--- src/rtl/trs_pkg.sv ---
// Shared constants for the circular trace capture buffer.
// Assumes a byte-addressed register bus of 12 address bits and 32-bit data.
package trs_pkg;
    localparam int ADDR_W = 12;
    localparam int REG_W  = 32;
    typedef logic [ADDR_W-1:0] trs_addr_t;

    localparam trs_addr_t OFS_DEPTH  = 12'h004;
    localparam trs_addr_t OFS_STATUS = 12'h00C;
    localparam trs_addr_t OFS_RDATA  = 12'h010;
    localparam trs_addr_t OFS_RPTR   = 12'h014;
    localparam trs_addr_t OFS_WPTR   = 12'h018;
    localparam trs_addr_t OFS_TCNT   = 12'h01C;
    localparam trs_addr_t OFS_CTRL   = 12'h020;
    localparam trs_addr_t OFS_WDATA  = 12'h024;
    localparam trs_addr_t OFS_FSTAT  = 12'h300;
    localparam trs_addr_t OFS_FCTRL  = 12'h304;

    // bit positions in the formatter control and status registers
    localparam int FC_EN       = 0;
    localparam int FC_FLUSH    = 6;
    localparam int FC_STOP_FL  = 12;
    localparam int FC_STOP_TRG = 13;
    localparam int FS_STOPPED  = 1;
endpackage

--- src/rtl/trs_ring_ram.sv ---
// Circular word RAM with a write pointer, a read pointer and a sticky wrap flag.
// Assumes DEPTH is a power of two. A store and a write-pointer load never
// occur together, and neither do a read advance and a read-pointer load.
module trs_ring_ram #(
    parameter int DEPTH = 64,
    parameter int W     = 32,
    localparam int PW   = $clog2(DEPTH)
) (
    input  logic          clk,
    input  logic          rst_n,
    input  logic          st_en,
    input  logic [W-1:0]  st_data,
    input  logic          wp_load,
    input  logic          rp_load,
    input  logic [PW-1:0] load_val,
    input  logic          rd_adv,
    output logic [W-1:0]  rd_word,
    output logic [PW-1:0] wr_ptr,
    output logic [PW-1:0] rd_ptr,
    output logic          full
);
    logic [W-1:0] mem [DEPTH];

    // storage array written at the write pointer
    always_ff @(posedge clk) begin
        if (st_en) mem[wr_ptr] <= st_data;
    end

    // write pointer and wrap flag
    always_ff @(posedge clk) begin
        if (!rst_n) begin
            wr_ptr <= '0;
            full   <= 1'b0;
        end else if (wp_load) begin
            wr_ptr <= load_val;
            full   <= 1'b0;
        end else if (st_en) begin
            wr_ptr <= wr_ptr + PW'(1);
            if (wr_ptr == PW'(DEPTH - 1)) full <= 1'b1;
        end
    end

    // read pointer
    always_ff @(posedge clk) begin
        if (!rst_n)      rd_ptr <= '0;
        else if (rp_load) rd_ptr <= load_val;
        else if (rd_adv)  rd_ptr <= rd_ptr + PW'(1);
    end

    assign rd_word = mem[rd_ptr];

    p_wptr_step_r3: assert property (@(posedge clk) disable iff (!rst_n)
        st_en |=> wr_ptr == $past(wr_ptr) + PW'(1));
    p_word_kept_r3: assert property (@(posedge clk) disable iff (!rst_n)
        st_en |=> mem[$past(wr_ptr)] == $past(st_data));
    p_rptr_step_r4: assert property (@(posedge clk) disable iff (!rst_n)
        rd_adv |=> rd_ptr == $past(rd_ptr) + PW'(1));
    p_full_sticky_r6: assert property (@(posedge clk) disable iff (!rst_n)
        full && !wp_load |=> full);
endmodule

--- src/rtl/trs_stop_ctrl.sv ---
// Capture enable, post-trigger counter, flush handshake and stopped state.
// Assumes word_stored is high only for trace words stored during active capture.
module trs_stop_ctrl #(
    parameter int CNT_W = 32
) (
    input  logic             clk,
    input  logic             rst_n,
    input  logic             ctrl_we,
    input  logic             ctrl_wbit,
    input  logic             tcnt_we,
    input  logic [CNT_W-1:0] tcnt_wval,
    input  logic             fctl_we,
    input  logic [3:0]       fctl_wbits,   // {stop_trg, stop_fl, flush, en}
    input  logic             trc_trigger,
    input  logic             word_stored,
    input  logic             flush_done,
    output logic             cap_on,
    output logic             cap_en,
    output logic             stopped,
    output logic             flush_pend,
    output logic [CNT_W-1:0] tcnt,
    output logic             fc_en,
    output logic             fc_stop_fl,
    output logic             fc_stop_trg
);
    logic             trig_seen;
    logic [CNT_W-1:0] remain;
    logic             restart, trig_evt, count_evt, stop_now;

    assign cap_on    = cap_en && !stopped;
    assign restart   = ctrl_we && ctrl_wbit && !cap_en;
    assign trig_evt  = trc_trigger && cap_on && fc_stop_trg && !trig_seen;
    assign count_evt = trig_seen && word_stored;
    assign stop_now  = (trig_evt && tcnt == '0)
                     || (count_evt && remain == CNT_W'(1))
                     || (flush_done && flush_pend && fc_stop_fl);

    // software-owned configuration fields
    always_ff @(posedge clk) begin
        if (!rst_n) begin
            cap_en      <= 1'b0;
            tcnt        <= '0;
            fc_en       <= 1'b0;
            fc_stop_fl  <= 1'b0;
            fc_stop_trg <= 1'b0;
        end else begin
            if (ctrl_we) cap_en <= ctrl_wbit;
            if (tcnt_we) tcnt <= tcnt_wval;
            if (fctl_we) begin
                fc_en       <= fctl_wbits[0];
                fc_stop_fl  <= fctl_wbits[2];
                fc_stop_trg <= fctl_wbits[3];
            end
        end
    end

    // trigger arming and post-trigger countdown
    always_ff @(posedge clk) begin
        if (!rst_n || restart) begin
            trig_seen <= 1'b0;
            remain    <= '0;
        end else if (trig_evt) begin
            trig_seen <= 1'b1;
            remain    <= tcnt;
        end else if (count_evt) begin
            remain <= remain - CNT_W'(1);
        end
    end

    // stopped state, cleared only by a restart
    always_ff @(posedge clk) begin
        if (!rst_n)        stopped <= 1'b0;
        else if (restart)  stopped <= 1'b0;
        else if (stop_now) stopped <= 1'b1;
    end

    // manual flush request, set by software and cleared by the acknowledge
    always_ff @(posedge clk) begin
        if (!rst_n)                         flush_pend <= 1'b0;
        else if (fctl_we && fctl_wbits[1]) flush_pend <= 1'b1;
        else if (flush_done)               flush_pend <= 1'b0;
    end

    p_flush_ack_r9: assert property (@(posedge clk) disable iff (!rst_n)
        flush_pend && flush_done && !fctl_we |=> !flush_pend);
    p_flush_stop_r9: assert property (@(posedge clk) disable iff (!rst_n)
        flush_pend && flush_done && fc_stop_fl && !ctrl_we |=> stopped);
    p_stop_hold_r10: assert property (@(posedge clk) disable iff (!rst_n)
        stopped && !ctrl_we |=> stopped);
    p_no_arm_r8: assert property (@(posedge clk) disable iff (!rst_n)
        !fc_stop_trg && !trig_seen |=> !trig_seen);
    p_stopped_no_store_r7: assert property (@(posedge clk) disable iff (!rst_n)
        stopped |-> !word_stored);
endmodule

--- src/rtl/trace_ring_sink.sv ---
// Circular trace capture buffer: register decode, store arbitration and read mux.
// Assumes at most one of bus_wr and bus_rd is high in any cycle.
module trace_ring_sink #(
    parameter int DEPTH = 64,
    localparam int PW   = $clog2(DEPTH)
) (
    input  logic                       clk,
    input  logic                       rst_n,
    input  logic [trs_pkg::ADDR_W-1:0] bus_addr,
    input  logic                       bus_wr,
    input  logic                       bus_rd,
    input  logic [trs_pkg::REG_W-1:0]  bus_wdata,
    output logic [trs_pkg::REG_W-1:0]  bus_rdata,
    input  logic                       trc_valid,
    input  logic [trs_pkg::REG_W-1:0]  trc_data,
    input  logic                       trc_trigger,
    output logic                       flush_req,
    input  logic                       flush_done
);
    import trs_pkg::*;

    logic             bus_st, wp_load, rp_load, rd_adv, trc_st, st_en;
    logic [REG_W-1:0] st_data, rd_word, tcnt;
    logic [PW-1:0]    wr_ptr, rd_ptr;
    logic             full, cap_on, cap_en, stopped, flush_pend;
    logic             fc_en, fc_stop_fl, fc_stop_trg;

    assign bus_st  = bus_wr && bus_addr == OFS_WDATA;
    assign wp_load = bus_wr && bus_addr == OFS_WPTR;
    assign rp_load = bus_wr && bus_addr == OFS_RPTR;
    assign rd_adv  = bus_rd && bus_addr == OFS_RDATA;
    assign trc_st  = trc_valid && cap_on && !bus_st && !wp_load;
    assign st_en   = bus_st || trc_st;
    assign st_data = bus_st ? bus_wdata : trc_data;

    trs_ring_ram #(.DEPTH(DEPTH), .W(REG_W)) u_ram (
        .clk(clk), .rst_n(rst_n),
        .st_en(st_en), .st_data(st_data),
        .wp_load(wp_load), .rp_load(rp_load), .load_val(bus_wdata[PW-1:0]),
        .rd_adv(rd_adv), .rd_word(rd_word),
        .wr_ptr(wr_ptr), .rd_ptr(rd_ptr), .full(full)
    );

    trs_stop_ctrl #(.CNT_W(REG_W)) u_ctrl (
        .clk(clk), .rst_n(rst_n),
        .ctrl_we(bus_wr && bus_addr == OFS_CTRL), .ctrl_wbit(bus_wdata[0]),
        .tcnt_we(bus_wr && bus_addr == OFS_TCNT), .tcnt_wval(bus_wdata),
        .fctl_we(bus_wr && bus_addr == OFS_FCTRL),
        .fctl_wbits({bus_wdata[FC_STOP_TRG], bus_wdata[FC_STOP_FL],
                     bus_wdata[FC_FLUSH], bus_wdata[FC_EN]}),
        .trc_trigger(trc_trigger), .word_stored(trc_st), .flush_done(flush_done),
        .cap_on(cap_on), .cap_en(cap_en), .stopped(stopped), .flush_pend(flush_pend),
        .tcnt(tcnt), .fc_en(fc_en), .fc_stop_fl(fc_stop_fl), .fc_stop_trg(fc_stop_trg)
    );

    assign flush_req = flush_pend;

    // register read multiplexer, combinational in the cycle of the read
    always_comb begin
        bus_rdata = '0;
        case (bus_addr)
            OFS_DEPTH:  bus_rdata = REG_W'(DEPTH);
            OFS_STATUS: bus_rdata[0] = full;
            OFS_RDATA:  bus_rdata = rd_word;
            OFS_RPTR:   bus_rdata = REG_W'(rd_ptr);
            OFS_WPTR:   bus_rdata = REG_W'(wr_ptr);
            OFS_TCNT:   bus_rdata = tcnt;
            OFS_CTRL:   bus_rdata[0] = cap_en;
            OFS_FSTAT:  bus_rdata[FS_STOPPED] = stopped;
            OFS_FCTRL: begin
                bus_rdata[FC_EN]       = fc_en;
                bus_rdata[FC_FLUSH]    = flush_pend;
                bus_rdata[FC_STOP_FL]  = fc_stop_fl;
                bus_rdata[FC_STOP_TRG] = fc_stop_trg;
            end
            default: bus_rdata = '0;
        endcase
    end

    p_bus_wins_r11: assert property (@(posedge clk) disable iff (!rst_n)
        trc_valid && bus_st |=> wr_ptr == $past(wr_ptr) + PW'(1));
endmodule

--- config.mk ---
export PLATFORM = sky130hd
export DESIGN_NAME = trace_ring_sink
export DESIGN_NICKNAME = d
export VERILOG_FILES = /design/src/rtl/trs_pkg.sv /design/src/rtl/trs_ring_ram.sv /design/src/rtl/trs_stop_ctrl.sv /design/src/rtl/trace_ring_sink.sv
export SDC_FILE = /design/constraint.sdc
export NUM_CORES = 2
export LEC_CHECK = 0
export CAP_MARGIN = 20
export CORE_MARGIN = 1.5
export CORE_UTILIZATION = 60
export CTS_CLUSTER_DIAMETER = 80
export DETAILED_ROUTE_END_ITERATION = 16
export PLACE_DENSITY_LB_ADDON = 0.08
export SETUP_SLACK_MARGIN = 0.3
export SLEW_MARGIN = 20
export SYNTH_ARGS = -nofsm -noshare
export SYNTH_HDL_FRONTEND = slang
export SYNTH_HIERARCHICAL = 1
export SYNTH_SLANG_ARGS = --single-unit
--- constraint.sdc ---
create_clock -name clk -period 10.2 [get_ports clk]
set_input_delay 1.02 -clock clk [delete_from_list [all_inputs] [get_ports clk]]
set_output_delay 1.02 -clock clk [all_outputs]
set_load 0.05 [all_outputs]
* Word level (Yosys, flattened, before mapping)
Memory sizes are Yosys's and may differ from the RTL's. A register that Yosys moved wholly into a read port is not among the register bits.
Index checks and enable logic that the tools add are counted.
** Storage, ports and cells
- Register bits after elaboration :: 84
- Memory bits (writable) :: 2048
- Bits of input ports :: 83
- Output and inout port bits :: 33
- Word-level logic and storage cells :: 89
- Memories kept :: 1
** Memories
- u_ram.mem :: depth 64, bits a word 32, read ports 1, clocked after Yosys merged registers in 1, wr ports 1, line trs_ring_ram.sv:22 : logic [W-1:0] mem [DEPTH];
** Operators by class
- Add/subtract/negate cells :: 3
- Equal/unequal tests :: 12
- Mux-type cells :: 20
- Bitwise logic cells :: 1
- Reduce and logical (&&, ||, !) cells :: 40
** Operators by type and width (number)
- $mux 32 :: 3
- $eq 12x5->1 const B :: 4
- $mux 6 :: 6
- $pmux 18 s2 :: 1
- $eq 32x1->1 const B :: 1
- $logic_not 32->1 :: 1
- $sub 32x1->32 const B :: 1
- $eq 12x10->1 const B :: 2
- $eq 12x6->1 const B :: 2
- $logic_and 1x1->1 :: 22
- $pmux 4 s4 :: 1
- $add 6x1->6 const B :: 2
- $eq 12x3->1 const B :: 1
- $eq 12x4->1 const B :: 1
- $pmux 5 s2 :: 1
- $reduce_bool 2->1 :: 4
- $pmux 1 s7 :: 1
- $eq 6x6->1 const B :: 1
- $logic_not 1->1 :: 6
- $pmux 2 s3 :: 1
- $pmux 1 s5 :: 1
- $logic_or 1x1->1 :: 4
- $mux 1 :: 4
- $pmux 1 s4 :: 1
- other kinds (3) :: 4

* Logic depth before layout (Yosys ltp)
- Word-level depth :: 9
- Gate-level depth with buffers :: 12
- Depth with buffers taken out :: 10

* By module
The synthesis kept the hierarchy.
** Modules (own cells, without submodules)
- trs_ring_ram :: times used 1, cells an instance 3370, area each 78979.5 µm², seq. area each 61879.3 µm²
- trs_stop_ctrl :: times used 1, cells an instance 398, area each 3473.3 µm², seq. area each 1421.4 µm²
- trace_ring_sink :: times used 1, cells an instance 130, area each 1233.7 µm², seq. area each 0.0 µm²

* Worst setup path before layout
No wires, ideal clock.
- Kind :: in2reg
- From :: in bus_addr[8] (netlist name)
- To :: mem u_ram.mem[48][0] (enable)
- Setup time :: 0.461 ns
- Data arrival time :: 5.049 ns
- Required time :: 9.739 ns
- Slack :: 4.690 ns
- Stages :: 9
- Path buffers :: 2
- Path through :: nor4_4 -> and3_4 -> nand3_4 -> buf_6 -> nand2_1 -> clkbuf_1 -> nand3_1 -> or3_1 -> nor3_1
** Between the ends
- Cells in the longest elaborated chain, start to end :: 8
- Elaborated cells on any way between the ends :: 11
** RTL lines
- from (decl) :: line trace_ring_sink.sv:9 : input logic [trs_pkg::ADDR_W-1:0] bus_addr,
- $eq 12x6->1 :: line trace_ring_sink.sv:28 : assign bus_st = bus_wr && bus_addr == OFS_WDATA;
- $logic_and 1x1->1 :: line trace_ring_sink.sv:28
- $logic_not 1->1 :: line trace_ring_sink.sv:32 : assign trc_st = trc_valid && cap_on && !bus_st && !wp_load;
- $logic_and 1x1->1 (2 in a row) :: line trace_ring_sink.sv:32
- $logic_or 1x1->1 * :: line trace_ring_sink.sv:33 : assign st_en = bus_st || trc_st;
- named net st_en :: line trace_ring_sink.sv:22 : logic bus_st, wp_load, rp_load, rd_adv, trc_st, st_en;
- $mux 1 * :: line trs_ring_ram.sv:26 : if (st_en) mem[wr_ptr] <= st_data;
- $mux 1 (not written as such) * :: line trs_ring_ram.sv:26
- to (decl) :: line trs_ring_ram.sv:22
The timed path passes the listed nets; every way through them passes the cells marked *.

==> flow_summary.yaml <==
status:
  outcome: "finished clean"
final_layout:
  syn_to_final_growth_pct: 13.0
  layout-drive-gt1-share_pct: 26.2
  nets: 4195
  final_cell_mix: "edfxtp_1 (2048), mux4_2 (548), clkbuf_16 (212)"
  layout_commonest_cell: "edfxtp_1"
yosys:
  synth_nets: 3985
  netlist_area_sq_um: 83700
  synth_seq_cells: 2138
  synth_edf_count: 2048
  ys.flop_type: "edfxtp_1"
  syn_inst: 3898
  synth.avg_cell_area_sq_um: 21.5
  ys_types: 74
  async_flop_share_pct: 0
  yosysWarnings: 6
  ys_seq_area_share_pct: 75.6
clocking:
  insertion_delay_ns: 0.84
  ctsResizeCount: 0
  cts_tree: "done"
  cts_inserted_buffers: 206
  clock_sinks: 2138
  htreeDepth: 4
  cts_buffer_depth: 3
  clk_pin_slew_ns: 0.07
  hold_buffers: 0
  cts_root_buffer: "clkbuf_16"
  cts_setup_buffers: 0
routing:
  ant_nets: 0
  routed-via-count: 41844
  avgRoutedWirePerCell_microns: 34.4
  routed_wl_mm: 212
  drcViolationCount: 0
  firstDrtPassIters: 7
  drt_iter0_drc: 5739
  vias_per_cell: 6.80
power:
  power_density_nw_per_um2: 185
  ir_drop_v: 0.000189
  cellLeakagePower_nw: 28.3
worst_hold_path:
  worstHoldPathType: "register to register"
die:
  core_sq_um: 138000
  ios: 116
  die_area_sq_um: 142000
  initial_core_util_pct: 60.6
  die_width_microns: 376
  die_y_microns: 376
  num_rows: 136
global_route:
  grt_max_degree: 114
  antenna_found_initial: 6
  track_usage_pct: 30.5
  gr-total-overflow: 0
  first_global_vias: 40732
  grt_pass1_wl_mm: 301
worst_setup_path:
  path_max_fanout: 51
  arrival_ns: 5.82
  worst_setup_path_start_kind: "register"
  worst-setup-path-type: "register to output port"
  cp.required_ns: 9.18
  setup.worst_path.end_class: "output port"
sta:
  skew_ns: 0.0260
  rsz0062_at_grt: "no"
  worst_slack_ns: 3.36
  setup_viol: 0
  hold_viol: 0
  period_share_pct: 67.1
  max-slew-margin-rel_pct: 24.0
  fmax_mhz: 146
  min_period_ns: 6.84
  slew_violations: 0
  fin_setup_tns_ns: 0
  tightest_slew_ns: 1.14
placement:
  place_hpwl_mm: 121
  numPortBuffers: 115
  gp_congestion: 0.913
  dp_slack_ns: 4.29
job:
  maxCapViolCount: 0
## critical path: stages (launching register included)
cell,delay [ns]
dfxtp_4,0.90
buf_4,0.74
mux4_2,0.34
mux2i_1,0.12
a211oi_1,0.87
o22ai_1,0.24
nor2_1,0.37
mux4_2,0.31
nand4_1,0.10
nand2_1,0.12
clkdlybuf4s50_1,0.82
## cells by family after synthesis
group                    after synthesis  share of synthesized area, %
adder cells (fa/ha/maj)                4                        0.0598
AND/OR/NAND/NOR                      426                          2.66
buffers and inverters                229                          1.50
flip-flops                          2138                          75.6
AO/OA/AOI/OAI                        371                          3.01
multiplexers                         721                          17.0
XOR/XNOR                               9                        0.0942
## per-layer routing
metal	GRT usage, %	share of wire [%]	up-vias	wire, microns
li1	-	-	16934	-
met5	0	0.018	-	38
met4	11.5	3.9	6	8230
met3	6.45	9.6	368	20400
met1	45.1	40	22375	84700
met2	45.5	46	2161	98500
## synthesized netlist by cell type (6+ instances only)
library cell,instances,area (sq um)
nand2b_1,6,37.5
mux4_2,548,12300
mux2i_1,111,1110
nand3_1,44,220
o211ai_1,7,52.6
and3_1,8,50.1
clkbuf_1,110,413
edfxtp_1,2048,61500
a211oi_2,7,87.6
a21oi_1,90,450
o221ai_1,15,131
a221oi_1,16,140
buf_4,49,368
buf_1,8,30.0
nand4_1,15,93.8
o21ai_1,7,35.0
and2_1,23,144
mux2_2,34,383
a32o_1,9,90.1
mux2_4,28,420
o21ai_0,52,260
dfxtp_1,90,1800
nand2_1,68,255
a31oi_1,18,113
a211oi_1,7,52.6
o311ai_0,7,61.3
xor2_1,6,52.6
nor4_1,17,106
o22ai_1,27,169
a22o_1,23,201
nor2b_1,45,282
buf_6,15,169
nor3_1,15,75.1
nor2_1,135,507
buf_2,38,190
or3_1,13,81.3
a22oi_1,61,458
## final cells by class
class,instances,area (sq um)
Multi-Input combinational cell,1531,19600
Antenna cell,8,20.0
Inverter,5,18.8
Timing Repair Buffer,226,2450
Fill cell,8543,43500
Clock buffer,250,5480
Clock inverter,136,1290
Tap cell,1863,2330
Sequential cell,2138,63300
## path summary, 6_finish.rpt
check	from	to	slack (ns)	depth (start not counted)
worst max-delay path	register	bus_rdata[1]	3.36	10
worst min-delay path	u_ctrl/remain[14]$_SDFFE_PP0P_	u_ctrl/remain[14]$_SDFFE_PP0P_	0.51	2
worst max register to register	u_ctrl/cap_en$_SDFFE_PN0P_	u_ram/mem[3][29]$_DFFE_PP_	5.96	8
worst min register to register	u_ctrl/remain[14]$_SDFFE_PP0P_	u_ctrl/remain[14]$_SDFFE_PP0P_	0.51	2
## registers in the layout, summed over array words and instances (netlist names), 6 cells and up, named ones only
signal and count:
u_ctrl/tcnt 32, u_ram/mem 2048, u_ram/wr_ptr 6, u_ram/rd_ptr 6, u_ctrl/remain 32
## metrics by stage
stage / cells / instance area, sq um / hold WS (ns) / utilization, % / power, W
detailed placement: 5757 / 87600 / 0.497 / 63.5 / 0.0100
global route: 6149 / 94500 / 0.533 / 68.5 / 0.0179
floorplan: 3898 / 83700 / 0.465 / - / 0.00988
finish: 6157 / 94500 / 0.509 / 68.5 / 0.0174
global placement: 5739 / 87200 / 0.481 / 63.2 / 0.0100
CTS: 6143 / 94400 / 0.505 / 68.4 / 0.0175
## power by group
| group | internal, W | total, W | switching, W |
|---|---|---|---|
| Clock | 0.00438 | 0.00761 | 0.00324 |
| Combinational | 0.0000432 | 0.000223 | 0.000180 |
| Sequential | 0.00961 | 0.00961 | 0.000000109 |
| Total | 0.0140 | 0.0174 | 0.00342 |
(Power assumes the default switching activity.)
